<file path="src/rtl/hsf_pkg.sv">
package hsf_pkg;

    // Register word indices (byte offset / 4)
    localparam int WORD_STATUS = 0;
    localparam int WORD_CTRL   = 1;
    localparam int WORD_ADDR   = 2;
    localparam int WORD_DATA0  = 16;

    // Status bit positions
    localparam int ST_DONE  = 0;
    localparam int ST_FCERR = 1;
    localparam int ST_AEL   = 2;
    localparam int ST_BUSY  = 5;

    // Control field positions
    localparam int CT_GO      = 0;
    localparam int CT_KIND_LO = 1;
    localparam int CT_CNT_LO  = 8;
    localparam int CNT_W      = 6;

    // Buffer geometry
    localparam int MAX_BYTES = 1 << CNT_W;
    localparam int NUM_WORDS = MAX_BYTES / 4;
    localparam int IDX_W     = $clog2(MAX_BYTES);
    localparam int FLASH_AW  = 24;
    localparam int HDR_BITS  = 8 + FLASH_AW;
    localparam int FRAME_W   = $clog2(HDR_BITS + 8 * MAX_BYTES) + 1;

    localparam logic [7:0] OPC_READ = 8'h03;

    typedef enum logic [1:0] {
        CYC_READ  = 2'd0,
        CYC_RSVD  = 2'd1,
        CYC_WRITE = 2'd2,
        CYC_ERASE = 2'd3
    } cyc_kind_e;

    typedef struct packed {
        logic [CNT_W-1:0] cnt_m1;
        cyc_kind_e        kind;
    } ctrl_s;

    typedef struct packed {
        logic busy;
        logic ael;
        logic fcerr;
        logic done;
    } flags_s;

    typedef struct packed {
        logic [FLASH_AW-1:0] addr;
        logic [CNT_W:0]      nbytes;
    } job_s;

    function automatic logic [CNT_W:0] field_to_bytes(input logic [CNT_W-1:0] f);
        return {1'b0, f} + 1'b1;
    endfunction

    function automatic logic [FRAME_W-1:0] frame_bits(input logic [CNT_W:0] n);
        return FRAME_W'(HDR_BITS) + FRAME_W'({n, 3'b000});
    endfunction

    function automatic logic [31:0] pack_status(input flags_s f);
        logic [31:0] s;
        s = '0;
        s[ST_BUSY]  = f.busy;
        s[ST_AEL]   = f.ael;
        s[ST_FCERR] = f.fcerr;
        s[ST_DONE]  = f.done;
        return s;
    endfunction

    function automatic logic [31:0] pack_ctrl(input ctrl_s c);
        logic [31:0] v;
        v = '0;
        v[CT_CNT_LO +: CNT_W] = c.cnt_m1;
        v[CT_KIND_LO +: 2]    = c.kind;
        return v;
    endfunction

endpackage

</file>
<file path="src/rtl/hsf_tick.sv">
module hsf_tick #(
    parameter int HALF = 2
) (
    input  logic clk,
    input  logic rst,
    input  logic run,
    output logic tick
);
    localparam int W = (HALF > 1) ? $clog2(HALF) : 1;

    logic [W-1:0] cnt_q;

    assign tick = run && (cnt_q == W'(HALF - 1));

    always_ff @(posedge clk) begin
        if (rst || !run) begin
            cnt_q <= '0;
        end else if (tick) begin
            cnt_q <= '0;
        end else begin
            cnt_q <= cnt_q + 1'b1;
        end
    end
endmodule

</file>
<file path="src/rtl/hsf_seq.sv">
module hsf_seq
    import hsf_pkg::*;
(
    input  logic             clk,
    input  logic             rst,
    input  logic             start,
    input  job_s             job,
    input  logic             tick,
    input  logic             miso,
    output logic             run,
    output logic             fin,
    output logic             sck,
    output logic             cs_n,
    output logic             mosi,
    output logic             buf_we,
    output logic [IDX_W-1:0] buf_idx,
    output logic [7:0]       buf_byte
);
    typedef enum logic {SEQ_IDLE, SEQ_SHIFT} seq_state_e;

    seq_state_e         state_q;
    logic               sck_q;
    logic               cs_q;
    logic [31:0]        out_sr;
    logic [FRAME_W-1:0] bit_q;
    logic [FRAME_W-1:0] last_q;
    logic [7:0]         in_sr;
    logic               we_q;
    logic [IDX_W-1:0]   idx_q;
    logic [7:0]         byte_q;
    logic [FRAME_W-1:0] dbit;
    logic               in_data;
    logic               unused_seq;

    assign dbit       = bit_q - FRAME_W'(HDR_BITS);
    assign in_data    = bit_q >= FRAME_W'(HDR_BITS);
    assign run        = (state_q == SEQ_SHIFT);
    assign fin        = run && tick && sck_q && (bit_q == last_q);
    assign sck        = sck_q;
    assign cs_n       = cs_q;
    assign mosi       = out_sr[31];
    assign buf_we     = we_q;
    assign buf_idx    = idx_q;
    assign buf_byte   = byte_q;
    assign unused_seq = ^dbit[FRAME_W-1:IDX_W+3];

    always_ff @(posedge clk) begin
        if (rst) begin
            state_q <= SEQ_IDLE;
            sck_q   <= 1'b0;
            cs_q    <= 1'b1;
            out_sr  <= '0;
            bit_q   <= '0;
            last_q  <= '0;
            in_sr   <= '0;
            we_q    <= 1'b0;
            idx_q   <= '0;
            byte_q  <= '0;
        end else begin
            we_q <= 1'b0;
            case (state_q)
                SEQ_IDLE: begin
                    if (start) begin
                        state_q <= SEQ_SHIFT;
                        cs_q    <= 1'b0;
                        sck_q   <= 1'b0;
                        out_sr  <= {OPC_READ, job.addr};
                        bit_q   <= '0;
                        last_q  <= frame_bits(job.nbytes) - 1'b1;
                    end
                end
                default: begin
                    if (tick) begin
                        if (!sck_q) begin
                            sck_q <= 1'b1;
                            if (in_data) begin
                                in_sr <= {in_sr[6:0], miso};
                                if (bit_q[2:0] == 3'd7) begin
                                    we_q   <= 1'b1;
                                    byte_q <= {in_sr[6:0], miso};
                                    idx_q  <= dbit[IDX_W+2:3];
                                end
                            end
                        end else begin
                            sck_q <= 1'b0;
                            if (bit_q == last_q) begin
                                state_q <= SEQ_IDLE;
                                cs_q    <= 1'b1;
                            end else begin
                                bit_q  <= bit_q + 1'b1;
                                out_sr <= {out_sr[30:0], 1'b0};
                            end
                        end
                    end
                end
            endcase
        end
    end


    clock_framed_chk: assert property (@(posedge clk) disable iff (rst)
        sck_q |-> !cs_q);


    mosi_hold_chk: assert property (@(posedge clk) disable iff (rst)
        (sck_q && $past(sck_q)) |-> $stable(out_sr[31]));
endmodule

</file>
<file path="src/rtl/hsf_regs.sv">
module hsf_regs
    import hsf_pkg::*;
#(
    parameter int FLASH_BYTES = 1 << 20
) (
    input  logic             clk,
    input  logic             rst,
    input  logic             reg_wr,
    input  logic [7:0]       reg_addr,
    input  logic [31:0]      reg_wdata,
    output logic [31:0]      reg_rdata,
    input  logic             fin,
    input  logic             buf_we,
    input  logic [IDX_W-1:0] buf_idx,
    input  logic [7:0]       buf_byte,
    output logic             start,
    output job_s             job
);
    ctrl_s       ctrl_q;
    logic [31:0] faddr_q;
    flags_s      flags_q;
    logic [7:0]  lane_q [MAX_BYTES];

    logic [5:0]  word;
    logic        wr_status, wr_ctrl, wr_addr;
    logic        go_req, bad, reject, collide;
    cyc_kind_e   new_kind;
    logic        unused_bits;

    assign word      = reg_addr[7:2];
    assign wr_status = reg_wr && (word == 6'(WORD_STATUS));
    assign wr_ctrl   = reg_wr && (word == 6'(WORD_CTRL));
    assign wr_addr   = reg_wr && (word == 6'(WORD_ADDR));
    assign new_kind  = cyc_kind_e'(reg_wdata[CT_KIND_LO +: 2]);
    assign go_req    = wr_ctrl && reg_wdata[CT_GO];
    assign bad       = (new_kind != CYC_READ) || (faddr_q >= 32'(FLASH_BYTES));
    assign collide   = go_req && flags_q.busy;
    assign reject    = go_req && !flags_q.busy && bad;
    assign start     = go_req && !flags_q.busy && !bad;

    assign job.addr   = faddr_q[FLASH_AW-1:0];
    assign job.nbytes = field_to_bytes(reg_wdata[CT_CNT_LO +: CNT_W]);

    assign unused_bits = ^{reg_addr[1:0], reg_wdata[31:CT_CNT_LO+CNT_W],
                           reg_wdata[CT_CNT_LO-1:CT_KIND_LO+2]};

    always_ff @(posedge clk) begin
        if (rst) begin
            ctrl_q  <= '{cnt_m1: '0, kind: CYC_READ};
            faddr_q <= '0;
            flags_q <= '0;
        end else begin
            if (wr_ctrl && !flags_q.busy) begin
                ctrl_q.cnt_m1 <= reg_wdata[CT_CNT_LO +: CNT_W];
                ctrl_q.kind   <= new_kind;
            end
            if (wr_addr && !flags_q.busy) begin
                faddr_q <= reg_wdata;
            end
            if (start) begin
                flags_q.busy <= 1'b1;
            end else if (fin) begin
                flags_q.busy <= 1'b0;
            end
            if (fin || reject) begin
                flags_q.done <= 1'b1;
            end else if (wr_status && reg_wdata[ST_DONE]) begin
                flags_q.done <= 1'b0;
            end
            if (reject) begin
                flags_q.ael <= 1'b1;
            end else if (wr_status && reg_wdata[ST_AEL]) begin
                flags_q.ael <= 1'b0;
            end
            if (collide) begin
                flags_q.fcerr <= 1'b1;
            end else if (wr_status && reg_wdata[ST_FCERR]) begin
                flags_q.fcerr <= 1'b0;
            end
        end
    end

    for (genvar k = 0; k < MAX_BYTES; k++) begin : g_lane
        always_ff @(posedge clk) begin
            if (rst) begin
                lane_q[k] <= '0;
            end else if (buf_we && (buf_idx == IDX_W'(k))) begin
                lane_q[k] <= buf_byte;
            end
        end
    end

    always_comb begin
        reg_rdata = '0;
        if (word == 6'(WORD_STATUS)) begin
            reg_rdata = pack_status(flags_q);
        end else if (word == 6'(WORD_CTRL)) begin
            reg_rdata = pack_ctrl(ctrl_q);
        end else if (word == 6'(WORD_ADDR)) begin
            reg_rdata = faddr_q;
        end else if (word >= 6'(WORD_DATA0) && word < 6'(WORD_DATA0 + NUM_WORDS)) begin
            for (int b = 0; b < 4; b++) begin
                reg_rdata[8*b +: 8] = lane_q[{word[3:0], 2'(b)}];
            end
        end
    end


    done_on_finish_chk: assert property (@(posedge clk) disable iff (rst)
        $fell(flags_q.busy) |-> flags_q.done);


    go_while_busy_chk: assert property (@(posedge clk) disable iff (rst)
        collide |=> flags_q.fcerr);


    reject_kind_chk: assert property (@(posedge clk) disable iff (rst)
        (go_req && !flags_q.busy && new_kind != CYC_READ) |=> (flags_q.ael && flags_q.done && !flags_q.busy));


    reject_range_chk: assert property (@(posedge clk) disable iff (rst)
        (go_req && !flags_q.busy && faddr_q >= 32'(FLASH_BYTES)) |=> (flags_q.ael && !flags_q.busy));


    busy_not_writable_chk: assert property (@(posedge clk) disable iff (rst)
        (wr_status && !flags_q.busy) |=> !flags_q.busy);
endmodule

</file>
<file path="src/rtl/hwseq_flash_ctrl.sv">
module hwseq_flash_ctrl
    import hsf_pkg::*;
#(
    parameter int SCK_DIV     = 4,
    parameter int FLASH_BYTES = 1 << 20
) (
    input  logic        clk,
    input  logic        rst,
    input  logic        reg_wr,
    input  logic [7:0]  reg_addr,
    input  logic [31:0] reg_wdata,
    output logic [31:0] reg_rdata,
    output logic        spi_cs_n,
    output logic        spi_sck,
    output logic        spi_mosi,
    input  logic        spi_miso
);
    localparam int HALF = (SCK_DIV / 2 < 1) ? 1 : SCK_DIV / 2;

    logic             start, fin, run, tick;
    job_s             job;
    logic             buf_we;
    logic [IDX_W-1:0] buf_idx;
    logic [7:0]       buf_byte;

    hsf_regs #(.FLASH_BYTES(FLASH_BYTES)) u_regs (
        .clk      (clk),
        .rst      (rst),
        .reg_wr   (reg_wr),
        .reg_addr (reg_addr),
        .reg_wdata(reg_wdata),
        .reg_rdata(reg_rdata),
        .fin      (fin),
        .buf_we   (buf_we),
        .buf_idx  (buf_idx),
        .buf_byte (buf_byte),
        .start    (start),
        .job      (job)
    );

    hsf_tick #(.HALF(HALF)) u_tick (
        .clk (clk),
        .rst (rst),
        .run (run),
        .tick(tick)
    );

    hsf_seq u_seq (
        .clk     (clk),
        .rst     (rst),
        .start   (start),
        .job     (job),
        .tick    (tick),
        .miso    (spi_miso),
        .run     (run),
        .fin     (fin),
        .sck     (spi_sck),
        .cs_n    (spi_cs_n),
        .mosi    (spi_mosi),
        .buf_we  (buf_we),
        .buf_idx (buf_idx),
        .buf_byte(buf_byte)
    );
endmodule

</file>
<file path="config.mk">
export PLATFORM = sky130hd
export DESIGN_NAME = hwseq_flash_ctrl
export DESIGN_NICKNAME = d
export VERILOG_FILES = /design/src/rtl/hsf_pkg.sv /design/src/rtl/hsf_tick.sv /design/src/rtl/hsf_seq.sv /design/src/rtl/hsf_regs.sv /design/src/rtl/hwseq_flash_ctrl.sv
export SDC_FILE = /design/constraint.sdc
export NUM_CORES = 1
export LEC_CHECK = 0
export ABC_AREA = 1
export ABC_CLOCK_PERIOD_IN_PS = 3050
export CAP_MARGIN = 25
export CELL_PAD_IN_SITES_DETAIL_PLACEMENT = 1
export CELL_PAD_IN_SITES_GLOBAL_PLACEMENT = 1
export CORE_UTILIZATION = 48
export DETAILED_ROUTE_END_ITERATION = 8
export PLACE_DENSITY = 0.9
export SYNTH_ARGS = -nofsm -noshare
export SYNTH_HDL_FRONTEND = slang
export SYNTH_HIERARCHICAL = 1
export SYNTH_SLANG_ARGS = --single-unit
</file>
<file path="constraint.sdc">
create_clock -name clk -period 3.05 [get_ports clk]
set_input_delay 0.305 -clock clk [delete_from_list [all_inputs] [get_ports clk]]
set_output_delay 0.305 -clock clk [all_outputs]
set_load 0.01 [all_outputs]
</file>
==> metrics.csv <==
stage;metric;value;unit
outcome;status;finished clean;
global_routing;grt_pass1_vias;27800;
yosys;compound_cell_area_share_of_the_yosys_netlist;4.95;%
layout;n_antenna_cell;0;
sta;final.setup.tns;0;ns
power_and_ir_drop;worst_ir_drop_vdd;0.000378;V
worst_setup_path;critPathBufInv;4;
layout;design_area;0.0335;mm²
yosys;synth-seq-cells;634;
detailed_routing;via_per_inst;6.15;
worst_setup_path;cp.required;2.74;ns
global_routing;grt_antenna_before_repair;0;
yosys;synth-edff-count;512;
global_routing;track_usage;34.4;%
sta;hold_viol;0;
die;start_util;48.8;%
worst_setup_path;cp_slowest_cell;clkdlybuf4s50_1;
worst_setup_path;setup.worst_path.class;input pin to output port;
global_routing;gr-max-usage-layer;met2;
die;die_area;0.0627;mm²
placement;place.detailed.hpwl;64.8;mm
power_and_ir_drop;power_density;577;mW/mm²
yosys;synth_net_count;3460;
worst_setup_path;max_stage_delay;0.56;ns
power_and_ir_drop;switchingPower;4710;µW
worst_setup_path;startpoint_type;input pin;
global_routing;grt_pass1_wl;164;mm
clock_tree;clkSinkCount;634;
sta;finalSetupViolations;0;
sta;grt_setup_unrepaired;yes;
worst_setup_path;critical_path.startpoint;reg_addr[4];
job;cap_viol_max_count;0;
clock_tree;clock_tree.htree_level_count;3;
sta;post_route_clock_period_utilization;99.9;%
detailed_routing;dr_total_vias;26100;
yosys;post_synthesis_cell_type_with_the_largest_combined_area;edfxtp_1;
yosys;register_area_share_after_synthesis;60.2;%
min_path;worstHoldStart;reg_wdata[30];
yosys;post_synth_main_area_contributors;edfxtp_1, nor2_1, nand2_1, dfxtp_1, nand3_1;
worst_setup_path;path_common_cell;nand2_1;
worst_setup_path;worstPathCellList;clkdlybuf4s50_1, buf_4, buf_4, a21oi_1, o211ai_1, nand3_1, nand2_1, nand2_1, nand2_1, clkdlybuf4s50_1;
worst_setup_path;worstPathArrival;2.74;ns
layout;finished_core_util;55.2;%
yosys;synth_most_common_cell;nor2_1;
die;io_pins;79;
yosys;netlist_top_cells_count;nor2_1, nand2_1, edfxtp_1;
global_routing;globalRouteMet3Util;6.06;%
clock_tree;tritoncts.num_buffers;69;
layout;final_layout_size_suffix_gt1_share;7.20;%
min_path;timing.hold.worst.class;input pin to flip-flop;
power_and_ir_drop;power_switching_share;24.4;%
power_and_ir_drop;total_leakage_power;0.0123;µW
placement;place.gp.congestion;0.883;
placement;placed_cell_area;0.0314;mm²
layout;area_growth_syn_to_layout;13.2;%
detailed_routing;wirelength;108;mm
power_and_ir_drop;p_seq_share;50.7;%
sta;final.hold.worst_slack;0.308;ns
yosys;synth.mux.area_fraction;0;%
yosys;ys_dominant_reg_cell;edfxtp_1;
yosys;synth_area_per_cell;8.68;µm²
global_routing;gr-total-overflow;0;
clock_tree;clk_pin_slew_worst_paths;0.06;ns
yosys;synth_xor_xnor_area_share;0.385;%
detailed_routing;detail_route.wl_per_cell;25.5;µm
global_routing;fraction_of_met2_tracks_used_by_global_routing;58.5;%
detailed_routing;drc_errors;0;
clock_tree;cts_tree;done;
worst_setup_path;endpoint_type_of_the_worst_setup_path;output port;
detailed_routing;drt-pass1-iter-count;8;
yosys;yosys.area_share.simple;27.9;%
sta;report.final.slew_viol_count;0;
yosys;synth-adder-area-share;0.296;%
clock_tree;number_of_hold_buffers_added_after_cts;0;
layout;finish.net_count;3469;
clock_tree;clock_tree.root_cell;clkbuf_16;
sta;tightestPinTransition;0.998;ns
clock_tree;clk_latency;0.63;ns
placement;numPortBuffers;76;
power_and_ir_drop;comb_power_share;7.3;%
global_routing;grt_max_degree;65;
yosys;post_synth_inst_count;3409;
detailed_routing;drt.antenna.violating_nets;0;
sta;fin_worst_skew;0.0236;ns
yosys;yosys.cell_types.count;36;
clock_tree;clock_path_buffers;3;
yosys;yosys_warnings;6;
global_routing;grt_util_met1;39.5;%
yosys;synthDominantCellAreaShare;51.9;%
sta;slew_headroom;33.2;%
power_and_ir_drop;internal-power;14600;µW
yosys;ys_async_sr_fraction;0;%
die;placementRows;90;
yosys;synthesis.area;0.0296;mm²
sta;timing.final.crit_period;3.05;ns
die;fp.dieW;250;µm
worst_setup_path;worst_r2r_startpoint;u_seq/buf_idx[1];
worst_setup_path;worst-path-max-fanout;16;
sta;achievable-frequency;328;MHz
power_and_ir_drop;pwr-share-clk;42.0;%
die;core_area;0.0607;mm²
yosys;combinational_family_with_the_most_area_after_synthesis;simple AND/OR/NAND/NOR gates;
detailed_routing;drtIter0Drc;2919;
worst_setup_path;cpLargestDelayFamily;buffers and inverters;
die;die_height;250;µm
## metrics by stage
step	setup WS [ns]	instances	total power, µW
after detailed placement	0.0438	4127	11300
after global placement	0.102	4126	11200
final	0.00226	4252	19300
after floorplan	0.922	3409	10600
after CTS	0.0180	4250	19400
after global routing	-0.0183	4252	19800
## metal layers
metal,wire length [µm],part of all wire [%]
met5,0,0
met4,7630,7.0
met3,9550,8.8
met2,53300,49
met1,37900,35
## worst paths after layout
path                         endpoint  slack, ns  depth (start not counted)
hold reg to reg          u_tick/cnt_q       0.46                          1
setup / recovery        reg_rdata[15]      0.002                         10
setup reg to reg  u_regs/lane_q[1][4]       0.32                          5
hold / removal     u_regs/faddr_q[30]       0.31                          3
## final cells by class
class                           instances  area [µm²]
Fill cell                            6930       27200
Sequential cell                       634       17800
Multi-Input combinational cell       2336        9970
Clock buffer                          102        1950
Timing Repair Buffer                  174        1850
Tap cell                              782         978
Inverter                              202         768
Clock inverter                         21         163
Timing Repair inverter                  1        5.00
## worst reg2reg max path, cell delays in order (launching register included)
cell and delay [ns]:
dfxtp_1 0.39, nor2_1 0.32, inv_1 0.16, nor2_1 0.79, nand3_1 0.50, nor2_1 0.36
## power by group through the flow
stage               Combinational, µW  Sequential (µW)  Clock (µW)
finish                           1410             9800        8120
global route                     1470             9820        8470
CTS                              1360             9790        8200
detailed placement               1310             9960           0
global placement                 1250             9930           0
floorplan                         728             9910           0
## registers in the layout (all words and copies together) (netlist names)
signal / cells
u_seq/run: 1
u_tick/cnt_q: 1
u_regs/lane_q: 512
u_seq/out_sr: 32
u_seq/bit_q: 11
u_seq/in_sr: 7
u_seq/sck: 1
u_regs/flags_q: 4
u_seq/buf_we: 1
u_regs/faddr_q: 32
u_seq/buf_byte: 8
u_seq/cs_n: 1
u_seq/last_q: 9
u_regs/ctrl_q: 8
u_seq/buf_idx: 6
## cells by family after synthesis
family	Yosys count
AOI/OAI and AO/OA	277
xor gates and xnor gates	13
adders and majority gates	7
buffers and inverters	439
DFF	634
and+or+nand+nor	2039
## layout by cell type, fill, tap and decap left out, types with 68 or more instances in the layout
master           instances
clkbuf_16               72
o21ai_0                191
nand2_1                809
edfxtp_1               512
clkdlybuf4s50_1         70
dfxtp_1                122
nor2_1                 894
inv_1                  162
buf_4                   68
nand3_1                242
## repair_timing
action	4_1_cts	5_1_grt
resized for setup	0	9
endpoints found under the setup margin	0	20
setup buffers	0	1
(Power assumes the default switching activity.)
